--- src/rtl/kwdt_pkg.sv ---
package kwdt_pkg;

    localparam int OFF_MODE    = 'h00;
    localparam int OFF_LEN     = 'h04;
    localparam int OFF_KICK    = 'h08;
    localparam int OFF_SWRST   = 'h14;

    localparam logic [7:0]  MODE_KEY  = 8'h22;
    localparam logic [4:0]  LEN_KEY   = 5'h08;
    localparam logic [31:0] KICK_VAL  = 32'h0000_1971;
    localparam logic [31:0] SWRST_VAL = 32'h0000_1209;

    typedef enum logic [1:0] {
        ST_WATCH  = 2'd0,
        ST_SECOND = 2'd1,
        ST_PULSE  = 2'd2
    } wd_state_e;

    typedef struct packed {
        logic en;
        logic pol;
        logic pin_en;
        logic irq_en;
        logic auto_st;
        logic two_stage;
        logic cnt_sel;
    } mode_t;

endpackage

--- src/rtl/kwdt_regs.sv ---
module kwdt_regs
    import kwdt_pkg::*;
#(
    parameter int ADDR_W = 8,
    parameter int LEN_W  = 27
) (
    input  logic              clk,
    input  logic              rst_n,
    input  logic              wr_en,
    input  logic [ADDR_W-1:0] addr,
    input  logic [31:0]       wdata,
    input  logic              en_clr,
    output mode_t             mode,
    output logic [LEN_W-1:0]  len,
    output logic [31:0]       rd_data,
    output logic              kick_stb,
    output logic              swrst_stb,
    output logic              start_stb,
    output logic              stop_stb
);

    typedef struct packed {
        mode_t            mode;
        logic [LEN_W-1:0] len;
    } regs_s;

    regs_s r_q, r_d;

    logic sel_mode, sel_len, mode_ok, len_ok;
    logic unused_wdata;

    assign unused_wdata = ^wdata;

    always_comb begin
        sel_mode  = wr_en && (addr == ADDR_W'(OFF_MODE));
        sel_len   = wr_en && (addr == ADDR_W'(OFF_LEN));
        mode_ok   = sel_mode && (wdata[31:24] == MODE_KEY);
        len_ok    = sel_len && (wdata[4:0] == LEN_KEY);
        kick_stb  = wr_en && (addr == ADDR_W'(OFF_KICK)) && (wdata == KICK_VAL);
        swrst_stb = wr_en && (addr == ADDR_W'(OFF_SWRST)) && (wdata == SWRST_VAL);
        start_stb = mode_ok && wdata[0] && !r_q.mode.en;
        stop_stb  = mode_ok && !wdata[0] && r_q.mode.en;

        r_d = r_q;
        if (en_clr) begin
            r_d.mode.en = 1'b0;
        end
        if (mode_ok) begin
            r_d.mode.en        = wdata[0];
            r_d.mode.pol       = wdata[1];
            r_d.mode.pin_en    = wdata[2];
            r_d.mode.irq_en    = wdata[3];
            r_d.mode.auto_st   = wdata[4];
            r_d.mode.two_stage = wdata[6];
            r_d.mode.cnt_sel   = wdata[8];
        end
        if (len_ok) begin
            r_d.len = wdata[5 +: LEN_W];
        end

        rd_data = '0;
        if (addr == ADDR_W'(OFF_MODE)) begin
            rd_data = {23'd0, r_q.mode.cnt_sel, 1'b0, r_q.mode.two_stage, 1'b0,
                       r_q.mode.auto_st, r_q.mode.irq_en, r_q.mode.pin_en,
                       r_q.mode.pol, r_q.mode.en};
        end else if (addr == ADDR_W'(OFF_LEN)) begin
            rd_data[5 +: LEN_W] = r_q.len;
        end
    end

    always_ff @(posedge clk or negedge rst_n) begin
        if (!rst_n) begin
            r_q <= '0;
        end else begin
            r_q <= r_d;
        end
    end

    assign mode = r_q.mode;
    assign len  = r_q.len;

    p_mode_key_r1: assert property (@(posedge clk) disable iff (!rst_n)
        (sel_mode && (wdata[31:24] != MODE_KEY) && !en_clr) |=> $stable(r_q.mode));

    p_len_key_r2: assert property (@(posedge clk) disable iff (!rst_n)
        (sel_len && (wdata[4:0] != LEN_KEY)) |=> $stable(r_q.len));

endmodule

--- src/rtl/kwdt_counter.sv ---
module kwdt_counter #(
    parameter int LEN_W      = 27,
    parameter int UNIT_TICKS = 512
) (
    input  logic             clk,
    input  logic             rst_n,
    input  logic             tick,
    input  logic             run,
    input  logic             sw_load,
    input  logic             hw_load,
    input  logic [LEN_W-1:0] len,
    output logic             expire
);

    localparam int PW = (UNIT_TICKS > 2) ? $clog2(UNIT_TICKS) : 1;
    localparam logic [PW-1:0] PRESC_LAST = PW'(UNIT_TICKS - 1);

    typedef struct packed {
        logic [PW-1:0]    presc;
        logic [LEN_W-1:0] units;
    } cnt_s;

    cnt_s c_q, c_d;
    logic unit_edge, last_unit;

    always_comb begin
        unit_edge = tick && (c_q.presc == PRESC_LAST);
        last_unit = (c_q.units <= LEN_W'(1));
        expire    = run && !sw_load && unit_edge && last_unit;

        c_d = c_q;
        if (sw_load || hw_load) begin
            c_d.presc = '0;
            c_d.units = len;
        end else if (run && tick) begin
            if (c_q.presc == PRESC_LAST) begin
                c_d.presc = '0;
                if (!last_unit) begin
                    c_d.units = c_q.units - LEN_W'(1);
                end
            end else begin
                c_d.presc = c_q.presc + PW'(1);
            end
        end
    end

    always_ff @(posedge clk or negedge rst_n) begin
        if (!rst_n) begin
            c_q <= '0;
        end else begin
            c_q <= c_d;
        end
    end

    p_hold_no_tick_r12: assert property (@(posedge clk) disable iff (!rst_n)
        (!tick && !sw_load && !hw_load) |=> ($stable(c_q.presc) && $stable(c_q.units)));

    p_expire_needs_run_r9: assert property (@(posedge clk) disable iff (!rst_n)
        expire |-> (run && tick));

endmodule

--- src/rtl/kwdt_ctrl.sv ---
module kwdt_ctrl
    import kwdt_pkg::*;
#(
    parameter int RST_TICKS = 16
) (
    input  logic  clk,
    input  logic  rst_n,
    input  logic  tick,
    input  mode_t mode,
    input  logic  expire,
    input  logic  kick_stb,
    input  logic  swrst_stb,
    input  logic  stop_stb,
    output logic  run,
    output logic  reload,
    output logic  en_clr,
    output logic  sys_rst,
    output logic  irq
);

    localparam int PCW = $clog2(RST_TICKS + 1);
    localparam logic [PCW-1:0] PULSE_LAST = PCW'(RST_TICKS - 1);

    typedef struct packed {
        wd_state_e      st;
        logic           irq;
        logic [PCW-1:0] pcnt;
    } ctl_s;

    ctl_s s_q, s_d;
    logic fire, pulse_end;

    always_comb begin
        run       = mode.en && (s_q.st != ST_PULSE);
        fire      = expire && !stop_stb;
        pulse_end = (s_q.st == ST_PULSE) && tick && (s_q.pcnt == PULSE_LAST);
        reload    = 1'b0;
        en_clr    = 1'b0;
        s_d       = s_q;

        if (s_q.st == ST_PULSE) begin
            if (tick) begin
                s_d.pcnt = s_q.pcnt + PCW'(1);
            end
            if (pulse_end) begin
                s_d.st   = ST_WATCH;
                s_d.pcnt = '0;
                s_d.irq  = 1'b0;
                if (mode.auto_st) begin
                    reload = 1'b1;
                end else begin
                    en_clr = 1'b1;
                end
            end
        end else begin
            if (fire) begin
                if (mode.irq_en && (!mode.two_stage || (s_q.st == ST_WATCH))) begin
                    s_d.irq = 1'b1;
                    reload  = 1'b1;
                    s_d.st  = mode.two_stage ? ST_SECOND : ST_WATCH;
                end else begin
                    s_d.st   = ST_PULSE;
                    s_d.pcnt = '0;
                end
            end
            if (kick_stb || stop_stb) begin
                s_d.irq = 1'b0;
                s_d.st  = ST_WATCH;
            end
        end

        if (swrst_stb) begin
            s_d.st   = ST_PULSE;
            s_d.pcnt = '0;
        end
    end

    always_ff @(posedge clk or negedge rst_n) begin
        if (!rst_n) begin
            s_q <= '{st: ST_WATCH, irq: 1'b0, pcnt: '0};
        end else begin
            s_q <= s_d;
        end
    end

    assign sys_rst = (s_q.st == ST_PULSE);
    assign irq     = s_q.irq;

    p_swrst_now_r6: assert property (@(posedge clk) disable iff (!rst_n)
        swrst_stb |=> sys_rst);

    p_rst_source_r5: assert property (@(posedge clk) disable iff (!rst_n)
        $rose(sys_rst) |-> ($past(expire) || $past(swrst_stb)));

    p_pulse_end_clears_irq_r5: assert property (@(posedge clk) disable iff (!rst_n)
        $fell(sys_rst) |-> !irq);

    p_irq_needs_en_r7: assert property (@(posedge clk) disable iff (!rst_n)
        irq |-> mode.en);

    p_second_has_irq_r8: assert property (@(posedge clk) disable iff (!rst_n)
        (s_q.st == ST_SECOND) |-> irq);

endmodule

--- src/rtl/kwdt_top.sv ---
module kwdt_top
    import kwdt_pkg::*;
#(
    parameter int ADDR_W     = 8,
    parameter int LEN_W      = 27,
    parameter int UNIT_TICKS = 512,
    parameter int RST_TICKS  = 16
) (
    input  logic              clk,
    input  logic              rst_n,
    input  logic              tick,
    input  logic              wr_en,
    input  logic [ADDR_W-1:0] addr,
    input  logic [31:0]       wdata,
    output logic [31:0]       rd_data,
    output logic              irq,
    output logic              sys_rst,
    output logic              ext_rst
);

    mode_t            mode;
    logic [LEN_W-1:0] len;
    logic kick_stb, swrst_stb, start_stb, stop_stb;
    logic en_clr, run, reload, expire;

    kwdt_regs #(.ADDR_W(ADDR_W), .LEN_W(LEN_W)) u_regs (
        .clk       (clk),
        .rst_n     (rst_n),
        .wr_en     (wr_en),
        .addr      (addr),
        .wdata     (wdata),
        .en_clr    (en_clr),
        .mode      (mode),
        .len       (len),
        .rd_data   (rd_data),
        .kick_stb  (kick_stb),
        .swrst_stb (swrst_stb),
        .start_stb (start_stb),
        .stop_stb  (stop_stb)
    );

    kwdt_counter #(.LEN_W(LEN_W), .UNIT_TICKS(UNIT_TICKS)) u_counter (
        .clk     (clk),
        .rst_n   (rst_n),
        .tick    (tick),
        .run     (run),
        .sw_load (kick_stb || start_stb),
        .hw_load (reload),
        .len     (len),
        .expire  (expire)
    );

    kwdt_ctrl #(.RST_TICKS(RST_TICKS)) u_ctrl (
        .clk       (clk),
        .rst_n     (rst_n),
        .tick      (tick),
        .mode      (mode),
        .expire    (expire),
        .kick_stb  (kick_stb),
        .swrst_stb (swrst_stb),
        .stop_stb  (stop_stb),
        .run       (run),
        .reload    (reload),
        .en_clr    (en_clr),
        .sys_rst   (sys_rst),
        .irq       (irq)
    );

    assign ext_rst = (sys_rst && mode.pin_en) ? mode.pol : !mode.pol;

    p_pin_idle_r10: assert property (@(posedge clk) disable iff (!rst_n)
        !sys_rst |-> (ext_rst == !mode.pol));

endmodule

--- config.mk ---
export PLATFORM = sky130hd
export DESIGN_NAME = kwdt_top
export DESIGN_NICKNAME = d
export VERILOG_FILES = /design/src/rtl/kwdt_pkg.sv /design/src/rtl/kwdt_regs.sv /design/src/rtl/kwdt_counter.sv /design/src/rtl/kwdt_ctrl.sv /design/src/rtl/kwdt_top.sv
export SDC_FILE = /design/constraint.sdc
export NUM_CORES = 1
export LEC_CHECK = 0
export BUFFER_PORTS_ARGS = -buffer_cell sky130_fd_sc_hd__buf_2
export CORE_MARGIN = 10
export CORE_UTILIZATION = 45
export CTS_CLUSTER_DIAMETER = 150
export CTS_CLUSTER_SIZE = 8
export DETAILED_ROUTE_END_ITERATION = 10
export PLACE_DENSITY = 0.72
export SKIP_LAST_GASP = 1
export SLEW_MARGIN = 20
export SYNTH_ARGS = -nofsm -noshare
export SYNTH_HDL_FRONTEND = slang
export SYNTH_HIERARCHICAL = 1
export SYNTH_SLANG_ARGS = --single-unit
--- constraint.sdc ---
create_clock -name clk -period 4.7 [get_ports clk]
set_clock_uncertainty 0.05 [all_clocks]
set_input_delay 0.47 -clock clk [delete_from_list [all_inputs] [get_ports clk]]
set_output_delay 0.47 -clock clk [all_outputs]
set_load 0.1 [all_outputs]
Word level (Yosys, flattened, before mapping)
Index checks and enable logic that the tools add are counted.
{"block": "op_classes", "add_sub_neg": 3, "order_cmp": 1, "eq_ne": 16, "muxes": 30, "n_reduce_logical": 46}
{"op": "2-to-1 mux 27 bit", "count": 4}
{"op": "2-to-1 mux 36 bit", "count": 2}
{"op": "equality test 32 x 13 -> 1 bit (second input constant)", "count": 2}
{"op": "<= comparator 27 x 1 -> 1 bit (second input constant)", "count": 1}
{"op": "subtractor 27 x 1 -> 27 bit (second input constant)", "count": 1}
{"op": "2-to-1 mux 8 bit", "count": 3}
{"op": "logical AND 1 bit", "count": 23}
{"op": "2-to-1 mux 5 bit", "count": 4}
{"op": "2-to-1 mux 1 bit", "count": 12}
{"op": "equality test 5 x 4 -> 1 bit (second input constant)", "count": 2}
{"op": "adder 9 x 1 -> 9 bit (second input constant)", "count": 1}
{"op": "equality test 9 bit (second input constant)", "count": 1}
{"op": "2-to-1 mux 9 bit", "count": 1}
{"op": "AND reduction 3 bit", "count": 3}
{"op": "nonzero test 3 bit", "count": 3}
{"op": "equality test 8 x 3 -> 1 bit (second input constant)", "count": 1}
{"op": "equality test 8 x 4 -> 1 bit (second input constant)", "count": 1}
{"op": "equality test 8 x 5 -> 1 bit (second input constant)", "count": 1}
{"op": "equality test 8 x 6 -> 1 bit (second input constant)", "count": 1}
{"op": "zero test 8 bit", "count": 1}
{"op": "2-to-1 mux 7 bit", "count": 1}
{"op": "zero test 1 bit", "count": 6}
{"op": "nonzero test 2 bit", "count": 3}
{"op": "adder 5 x 1 -> 5 bit (second input constant)", "count": 1}
{"op": "other kinds (12)", "count": 17}
{"block": "word_totals", "reg_bits": 78, "input_bits": 44, "output_inout_bits": 35}

Logic depth before layout (Yosys ltp)
Gate-level depths: netlist of run 1.
{"block": "logic_depth", "depth_word": 16, "mapped_depth": 16, "mapped_depth_nobuf": 13}

Cells and area by module
Netlist of run 1, hierarchy kept.
{"module": "kwdt_counter", "instances": 1, "cells_each": 282, "area_each_um2": 2448.6, "seq_area_each_um2": 900.9}
{"module": "kwdt_regs", "instances": 1, "cells_each": 138, "area_each_um2": 1799.2, "seq_area_each_um2": 850.8}
{"module": "kwdt_ctrl", "instances": 1, "cells_each": 56, "area_each_um2": 519.2, "seq_area_each_um2": 200.2}
{"module": "kwdt_top", "instances": 1, "cells_each": 3, "area_each_um2": 18.8, "seq_area_each_um2": 0.0}

Least setup slack after synthesis of run 1
No wires, ideal clock.
{"block": "synth_timing", "kind": "input to register", "from": "input port addr[4]", "to": "register u_counter/c_q[24] in the netlist's numbering", "setup_ns": 0.087, "t_arrival_ns": 4.237, "t_required_ns": 4.563, "setup_slack_ns": 0.327, "path_stages": 11, "path_cell_list": "or4_4 -> nor2_1 -> and2_1 -> nor3b_1 -> nor2_1 -> a32o_1 -> or2_2 -> clkbuf_1 -> or4_4 -> or4_1 -> o211ai_1"}
{"element": "start, declared", "line": "kwdt_top.sv:13", "rtl": "input logic [ADDR_W-1:0] addr,"}
{"element": "zero test 8 bit *", "line": "kwdt_regs.sv:35", "rtl": "sel_mode = wr_en && (addr == ADDR_W'(OFF_MODE));"}
{"element": "logical AND 1 bit *", "line": "kwdt_regs.sv:35"}
{"element": "logical AND 1 bit *", "line": "kwdt_regs.sv:37", "rtl": "mode_ok = sel_mode && (wdata[31:24] == MODE_KEY);"}
{"element": "logical AND 1 bit * (2 in a row)", "line": "kwdt_regs.sv:42", "rtl": "stop_stb = mode_ok && !wdata[0] && r_q.mode.en;"}
{"element": "via stop_stb", "line": "kwdt_top.sv:23", "rtl": "logic kick_stb, swrst_stb, start_stb, stop_stb;"}
{"element": "zero test 1 bit *", "line": "kwdt_ctrl.sv:35", "rtl": "fire = expire && !stop_stb;"}
{"element": "logical AND 1 bit *", "line": "kwdt_ctrl.sv:35"}
{"element": "2-to-1 mux 1 bit *", "line": "kwdt_ctrl.sv:56", "rtl": "if (fire) begin"}
{"element": "2-to-1 mux 1 bit *", "line": "kwdt_ctrl.sv:41", "rtl": "if (s_q.st == ST_PULSE) begin"}
{"element": "via reload", "line": "kwdt_top.sv:24", "rtl": "logic en_clr, run, reload, expire;"}
{"element": "logical OR 1 bit *", "line": "kwdt_counter.sv:32", "rtl": "if (sw_load || hw_load) begin"}
{"element": "!= test 2 bit (no line) / nonzero test 2 bit (equally long branches)"}
{"element": "AND reduction 3 bit (no line)"}
{"element": "end signal, assigned", "line": "kwdt_counter.sv:49", "rtl": "c_q <= '0;"}
{"element": "end signal, assigned", "line": "kwdt_counter.sv:51", "rtl": "c_q <= c_d;"}
{"element": "end, declared", "line": "kwdt_counter.sv:23", "rtl": "cnt_s c_q, c_d;"}
Mark *: on every way through the listed nets, which the timed path passes. The rest lies on a longest branch.
A chain may end at the register's enable or synchronous reset.

Worst setup path in the final report of run 1
{"block": "layout_timing", "from": "input port wdata[7]", "to": "register u_counter/c_q[24] in the netlist's numbering"}
{"block": "layout_between", "elab_chain_len": 13}
{"element": "start, declared", "line": "kwdt_top.sv:14", "rtl": "input logic [31:0] wdata,"}
{"element": "equality test 32 x 13 -> 1 bit *", "line": "kwdt_regs.sv:39", "rtl": "kick_stb = wr_en && (addr == ADDR_W'(OFF_KICK)) && (wdata == KICK_VAL);"}
{"element": "logical AND 1 bit *", "line": "kwdt_regs.sv:39"}
{"element": "via kick_stb", "line": "kwdt_top.sv:23"}
{"element": "logical OR 1 bit *", "line": "kwdt_top.sv:47", "rtl": ".sw_load (kick_stb || start_stb),"}
{"element": "zero test 1 bit *", "line": "kwdt_counter.sv:29", "rtl": "expire = run && !sw_load && unit_edge && last_unit;"}
{"element": "logical AND 1 bit * (3 in a row)", "line": "kwdt_counter.sv:29"}
{"element": "via expire", "line": "kwdt_top.sv:24"}
{"element": "logical AND 1 bit *", "line": "kwdt_ctrl.sv:35"}
{"element": "2-to-1 mux 1 bit *", "line": "kwdt_ctrl.sv:56"}
{"element": "2-to-1 mux 1 bit *", "line": "kwdt_ctrl.sv:41"}
{"element": "via reload", "line": "kwdt_top.sv:24"}
{"element": "logical OR 1 bit *", "line": "kwdt_counter.sv:32"}
{"element": "!= test 2 bit (no line) / nonzero test 2 bit (equally long branches)"}
{"element": "AND reduction 3 bit (no line)"}
Marks and branches as above.

==> results of run 1 <==
stage by stage:
step | utilization (%) | hold slack, ns | worst slack, ns | cell area (um^2)
detailed placement | 50.8 | 0.452 | 0.260 | 5250
global placement | 50.8 | 0.443 | 0.333 | 5250
floorplan | - | 0.124 | 0.327 | 4790
finish | 52.8 | 0.220 | 0.553 | 5450
CTS | 52.8 | 0.255 | 0.631 | 5450
global route | 52.8 | 0.295 | 0.508 | 5450
power by group through the flow:
stage               registers [mW]  logic, mW  clock network, mW
floorplan                    0.724      0.134                  0
global placement             0.728      0.195                  0
detailed placement           0.729      0.199                  0
CTS                          0.717      0.199              0.521
global route                 0.721      0.220              0.551
finish                       0.719      0.199              0.516
final cells by class:
type | count | area share (%)
clock inverters | 6 | 1.13
multi-input cells | 374 | 48.9
clock buffers | 10 | 2.53
well taps | 136 | 3.12
flip-flops and latches | 78 | 35.8
inverters | 5 | 0.436
repair buffers | 84 | 8.04
kinds of logic (layout without fill, tap and decap cells):
kind of cell,count (synthesis),count (layout)
flip-flops,78,78
buffers and inverters,27,105
AO/OA/AOI/OAI,88,88
multiplexers,38,38
AND/OR/NAND/NOR,242,242
adder cells (fa/ha/maj),5,5
XOR/XNOR,1,1
flip-flops by register name, indices dropped and copies added (netlist names):
register	cells
u_counter/c_q	36
u_ctrl/irq	1
u_ctrl/s_q	7
u_regs/len	27
u_regs/mode	7
layer usage:
metal / track usage [%] / up-vias
met5: 0 / -
met4: 7.71 / 0
met3: 2.69 / 15
met2: 28.3 / 168
met1: 23.1 / 2108
li1: - / 1961
placed cells by master (no fill, tap or decap), types with 6 or more instances in the layout:
| cell type | instances |
|---|---|
| dfrtp_1 | 78 |
| buf_2 | 77 |
| nor2_1 | 49 |
| and2_1 | 33 |
| nand2_1 | 21 |
| a31oi_1 | 21 |
| mux2_4 | 20 |
| or4_1 | 18 |
| or3_1 | 16 |
| a21oi_1 | 14 |
| mux2_2 | 14 |
| nand3_1 | 13 |
| nor4_1 | 13 |
| nor3_1 | 13 |
| o31ai_1 | 12 |
| clkbuf_8 | 10 |
| o21ai_0 | 10 |
| nand4_1 | 9 |
| buf_4 | 7 |
| nor3b_1 | 6 |
| o211ai_1 | 6 |
worst max path at each step:
stage	from	end	cells after the start
floorplan	addr[4]	u_counter/c_q[24]$_DFFE_PN0P_	11
global placement	wdata[7]	u_counter/c_q[24]$_DFFE_PN0P_	12
detailed placement	wdata[7]	u_counter/c_q[24]$_DFFE_PN0P_	12
CTS	wdata[7]	u_counter/c_q[24]$_DFFE_PN0P_	12
global route	u_counter/c_q[27]$_DFFE_PN0P_	u_counter/c_q[24]$_DFFE_PN0P_	13
finish	wdata[7]	u_counter/c_q[24]$_DFFE_PN0P_	12
==> flow_summary.yaml, run 1 <==
power:
  combPwrFrac_pct: 13.9
  p_switching_mw: 0.413
  p_per_area_mw_per_mm2: 263
  switching_share_pct: 28.8
  seqPwrFrac_pct: 50.1
  intPower_mw: 1.02
  ir_worst_vdd_v: 0.000282
  finalPower_mw: 1.43
  p_clk_share_pct: 36.0
  cellLeakagePower_nw: 2.72
place:
  dp_hpwl_um: 9570
  io_buffer_count: 78
  dp_cells: 677
  gp_congestion: 0.897
finish:
  fin_cells: 693
  fillers: 935
  antenna_cells: 0
  seq_area_mm2: 0.00195
  nets: 601
  syn2layout_area_growth_pct: 13.8
  multiInputGateArea_mm2: 0.00267
  layout-drive-gt1-share_pct: 29.1
timing:
  maxSlewHeadroom_pct: 33.5
  hold_viol: 0
  fin_crit_sh_pct: 88.2
  fmax_mhz: 241
  rsz0062_at_grt: "no"
  finalSetupViolations: 0
  setup_tns_ns: 0
  period_needed_ns: 4.15
  drv_slew: 0
  tightest_slew_ns: 0.998
grt:
  antenna_found_initial: 0
  track_usage_pct: 17.6
  overflow: 0
  grt_pass1_wl_um: 21600
  grt_pass1_vias: 4242
  grt_max_degree: 79
yosys:
  synth_cells: 479
  synth_fp_nets: 528
  synth_top_family_by_area: "simple AND/OR/NAND/NOR gates"
  synth_fa_ha_area_share_pct: 1.31
  synth-edff-count: 0
  syn-cell-area_mm2: 0.00479
  synth_area_leader_cell: "dfrtp_1"
  ys_top_cells_by_count: "dfrtp_1, nor2_1, and2_1"
  synth_xor_area_share_pct: 0.183
  synth-simple-area-share_pct: 31.0
  synth_top_area_share_pct: 40.8
  synth-async-reset-ratio_pct: 100
  yosysMostFrequentCell: "dfrtp_1"
  ys_seq_area_share_pct: 40.8
  synth.distinct_cells: 67
  yosys-top-cells-area: "dfrtp_1, mux2_4, and2_1"
  ys_ff_latch: 78
  synth.mux.area_fraction_pct: 10.4
  synth_area_per_cell_um2: 9.99
  synthFlopType: "dfrtp_1"
  ys_warn_count: 6
  synth-compound-area-share_pct: 12.7
worst_setup_path:
  critical_path_buf_inv_count: 1
  worstPathRequired_ns: 4.94
  cp-start-kind: "primary input"
  r2r-start: "u_counter/c_q[27]$_DFFE_PN0P_"
  cp_top_family: "simple AND/OR/NAND/NOR gates"
  slowest_stage: "nor4b_1"
  critPathArrivalTime_ns: 4.38
  reg2reg_slack_ns: 0.70
  cp-end-kind: "flop"
  cp_max_fo: 18
  timing.rr.end: "u_counter/c_q[24]$_DFFE_PN0P_"
  rr_worst_depth: 13
  slowest_delay_ns: 0.71
  cp_cell_sequence: "buf_2 -> nor4b_1 -> nand4_1 -> nor3_1 -> or2_1 -> nor3b_1 -> and3_1 -> a32o_1 -> or2_2 -> or4_4 -> or4_1 -> o211ai_1"
  worstSetupPathType: "in2reg"
cts:
  cts.path.max_buffers: 2
  cts_resized: 0
  clkSlewWorstSetupHoldPaths_ns: 0.08
  cts_made_buffers: 9
  cts_hold_buffers: 0
  cts.repair_timing.setup_buffer_count: 0
  ctsRootBufferMaster: "clkbuf_8"
  clock-sinks: 78
  cts_tree: "done"
  insertion_delay_ns: 0.37
  htree_levels: 3
routing:
  drt-met1-wl_um: 5810
  drtPass1Iterations: 5
  via_per_inst: 6.14
  drt_iter0_drc: 322
  drc: 0
  wl_um: 13100
  top_layer_used: "met4"
  wire_per_inst_um: 18.8
  wl_met3_um: 712
  ant_nets: 0
  wl_met2_um: 6250
  dr_total_vias: 4252
status:
  status: "finished, final reports clean"
floorplanning:
  die_area_mm2: 0.0152
  core_mm2: 0.0103
  die_h_um: 123
  fp.dieW_um: 123
  start_util_pct: 46.4
  rows: 37
  io_pins: 79
job:
  maxCapViolCount: 0
worst_hold_path:
  hold_path_class: "in2async"
No activity file was read; power rests on OpenSTA's default activity.
==> run 2: changes to the inputs <==
==> constraint.sdc (replaced) <==
create_clock -name clk -period 4.7 [get_ports clk]
set_clock_uncertainty 0.05 [all_clocks]
set_input_delay 0.235 -clock clk [delete_from_list [all_inputs] [get_ports clk]]
set_output_delay 0.235 -clock clk [all_outputs]
set_load 0.1 [all_outputs]
==> run 2 against run 1 <==
Clock power increased by 18%. Sequential power about the same. Highest routed layer unchanged. Final area increased by 1.1%. Via count decreased by 2.1%. Combinational power increased by 3%. Critical path depth increased by 1. Cell count unchanged. Core utilization increased by 0.58 points. Setup slack improved by 0.20 ns. Hold slack got worse by 0.15 ns. Clock-buffer cell count increased by 1. Fmax increased by 5.1%.
==> flow_summary.yaml, run 2 (synthesized netlist as in run 1, its figures left out) <==
place:
  placed_cell_area_mm2: 0.00524
  dp_cells: 676
  dp_hpwl_um: 9370
  io_buffer_count: 78
  gp_congestion: 0.892
  place_ws_ns: 0.465
finish:
  nets: 602
  regMostFlops: "u_counter/c_q"
  final_cell_mix: "dfrtp_1, buf_2, nor2_1"
  multiInputGateArea_mm2: 0.00267
  final_core_util_pct: 53.4
  layout_commonest_cell: "dfrtp_1"
  syn2layout_area_growth_pct: 15.1
  fin_cells: 693
  final_area_mm2: 0.00551
  largest_register_ffs: 36
  antenna_cells: 0
  seq_area_mm2: 0.00195
  fillers: 940
  layout-drive-gt1-share_pct: 28.7
worst_hold_path:
  hold_path_class: "in2reg"
  whs_path_depth: 2
  hold_start: "wdata[30]"
  whs_endpoint: "u_regs/len[25]$_DFFE_PN0P_"
cts:
  clkSlewWorstSetupHoldPaths_ns: 0.08
  ctsRootBufferMaster: "clkbuf_8"
  cts_resized: 0
  cts_made_buffers: 9
  cts.path.max_buffers: 2
  htree_levels: 3
  cts.repair_timing.setup_buffer_count: 0
  insertion_delay_ns: 0.36
  cts_tree: "done"
  cts_hold_buffers: 0
  clock-sinks: 78
routing:
  drt_iter0_drc: 278
  dr_total_vias: 4162
  drtPass1Iterations: 5
  wl_um: 12800
  wire_per_inst_um: 18.5
  drc: 0
  via_per_inst: 6.01
  ant_nets: 0
worst_setup_path:
  cp_max_fo: 18
  worstPathRequired_ns: 4.93
  worstSetupPathType: "reg2reg"
  r2r-start: "u_counter/c_q[27]$_DFFE_PN0P_"
  rr_worst_depth: 13
  cp-start-kind: "flop"
  cp-end-kind: "flop"
  critPathArrivalTime_ns: 4.18
  reg2reg_slack_ns: 0.75
  timing.rr.end: "u_counter/c_q[24]$_DFFE_PN0P_"
timing:
  period_needed_ns: 3.95
  hold_viol: 0
  fin_crit_sh_pct: 84.0
  drv_slew: 0
  rsz0062_at_grt: "no"
  fmax_mhz: 253
  holdWs_ns: 0.0716
  fin_ws_ns: 0.753
  setup_tns_ns: 0
  maxSlewHeadroom_pct: 36.8
  tightest_slew_ns: 0.940
  finalSetupViolations: 0
floorplanning:
  rows: 37
  io_pins: 79
  fp.dieW_um: 123
  start_util_pct: 46.4
  core_mm2: 0.0103
  die_h_um: 123
  die_area_mm2: 0.0152
power:
  p_per_area_mw_per_mm2: 278
  ir_worst_vdd_v: 0.000311
  finalPower_mw: 1.53
  cellLeakagePower_nw: 2.75
job:
  maxCapViolCount: 0
grt:
  grt_pass1_wl_um: 21400
  overflow: 0
  grt_pass1_vias: 4263
  antenna_found_initial: 0
  track_usage_pct: 17.5
  grt_max_degree: 79
status:
  status: "finished, final reports clean"
==> run 2: changes by cell type in the layout (fill, tap and decap cells not counted), sizes merged <==
cell         before  now
bufinv            1    3
clkinv            5    2
dlygate4sd3       0    1
clkbuf           10   11
clkinvlp          1    0
==> run 2: area by class of cell <==
class,instances,area share [%]
multi-input cells,374,48.4
flip-flops and latches,78,35.4
repair buffers,85,8.36
well taps,136,3.09
clock buffers,11,2.57
clock inverters,4,1.73
inverters,5,0.432
==> run 2: layer usage <==
layer	track usage, %	up-vias	part of all wire (%)
li1	-	1981	-
met1	22.7	2037	45
met2	27.8	125	48
met3	2.69	19	4.3
met4	9.02	0	2.8
met5	0	-	0
==> run 2: how the worst max path moves through the flow <==
| stage | from | endpoint | slack (ns) | cells after the start |
|---|---|---|---|---|
| floorplan | addr[4] | u_counter/c_q[24]$_DFFE_PN0P_ | 0.56 | 11 |
| global placement | wdata[7] | u_counter/c_q[24]$_DFFE_PN0P_ | 0.56 | 12 |
| detailed placement | wdata[7] | u_counter/c_q[24]$_DFFE_PN0P_ | 0.47 | 12 |
| CTS | u_counter/c_q[27]$_DFFE_PN0P_ | u_counter/c_q[24]$_DFFE_PN0P_ | 0.79 | 13 |
| global route | u_counter/c_q[27]$_DFFE_PN0P_ | u_counter/c_q[24]$_DFFE_PN0P_ | 0.57 | 13 |
| finish | u_counter/c_q[27]$_DFFE_PN0P_ | u_counter/c_q[24]$_DFFE_PN0P_ | 0.75 | 13 |
==> run 2: worst max-delay path, stage by stage (launching register included) <==
cell and delay (ns):
dfrtp_1 0.42, ha_1 0.26, nand3_1 0.08, nor2_1 0.06, and3_1 0.18, ha_1 0.30
and3_1 0.31, nor3b_1 0.23, and3_1 0.21, a32o_1 0.23, or2_2 0.46, or4_4 0.55
or4_1 0.41, o211ai_1 0.11
==> run 2: power breakdown <==
part	internal [mW]	total, mW	switching (mW)
Sequential	0.693	0.717	0.0248
Combinational	0.0727	0.204	0.131
Clock	0.364	0.611	0.247
Total	1.13	1.53	0.403
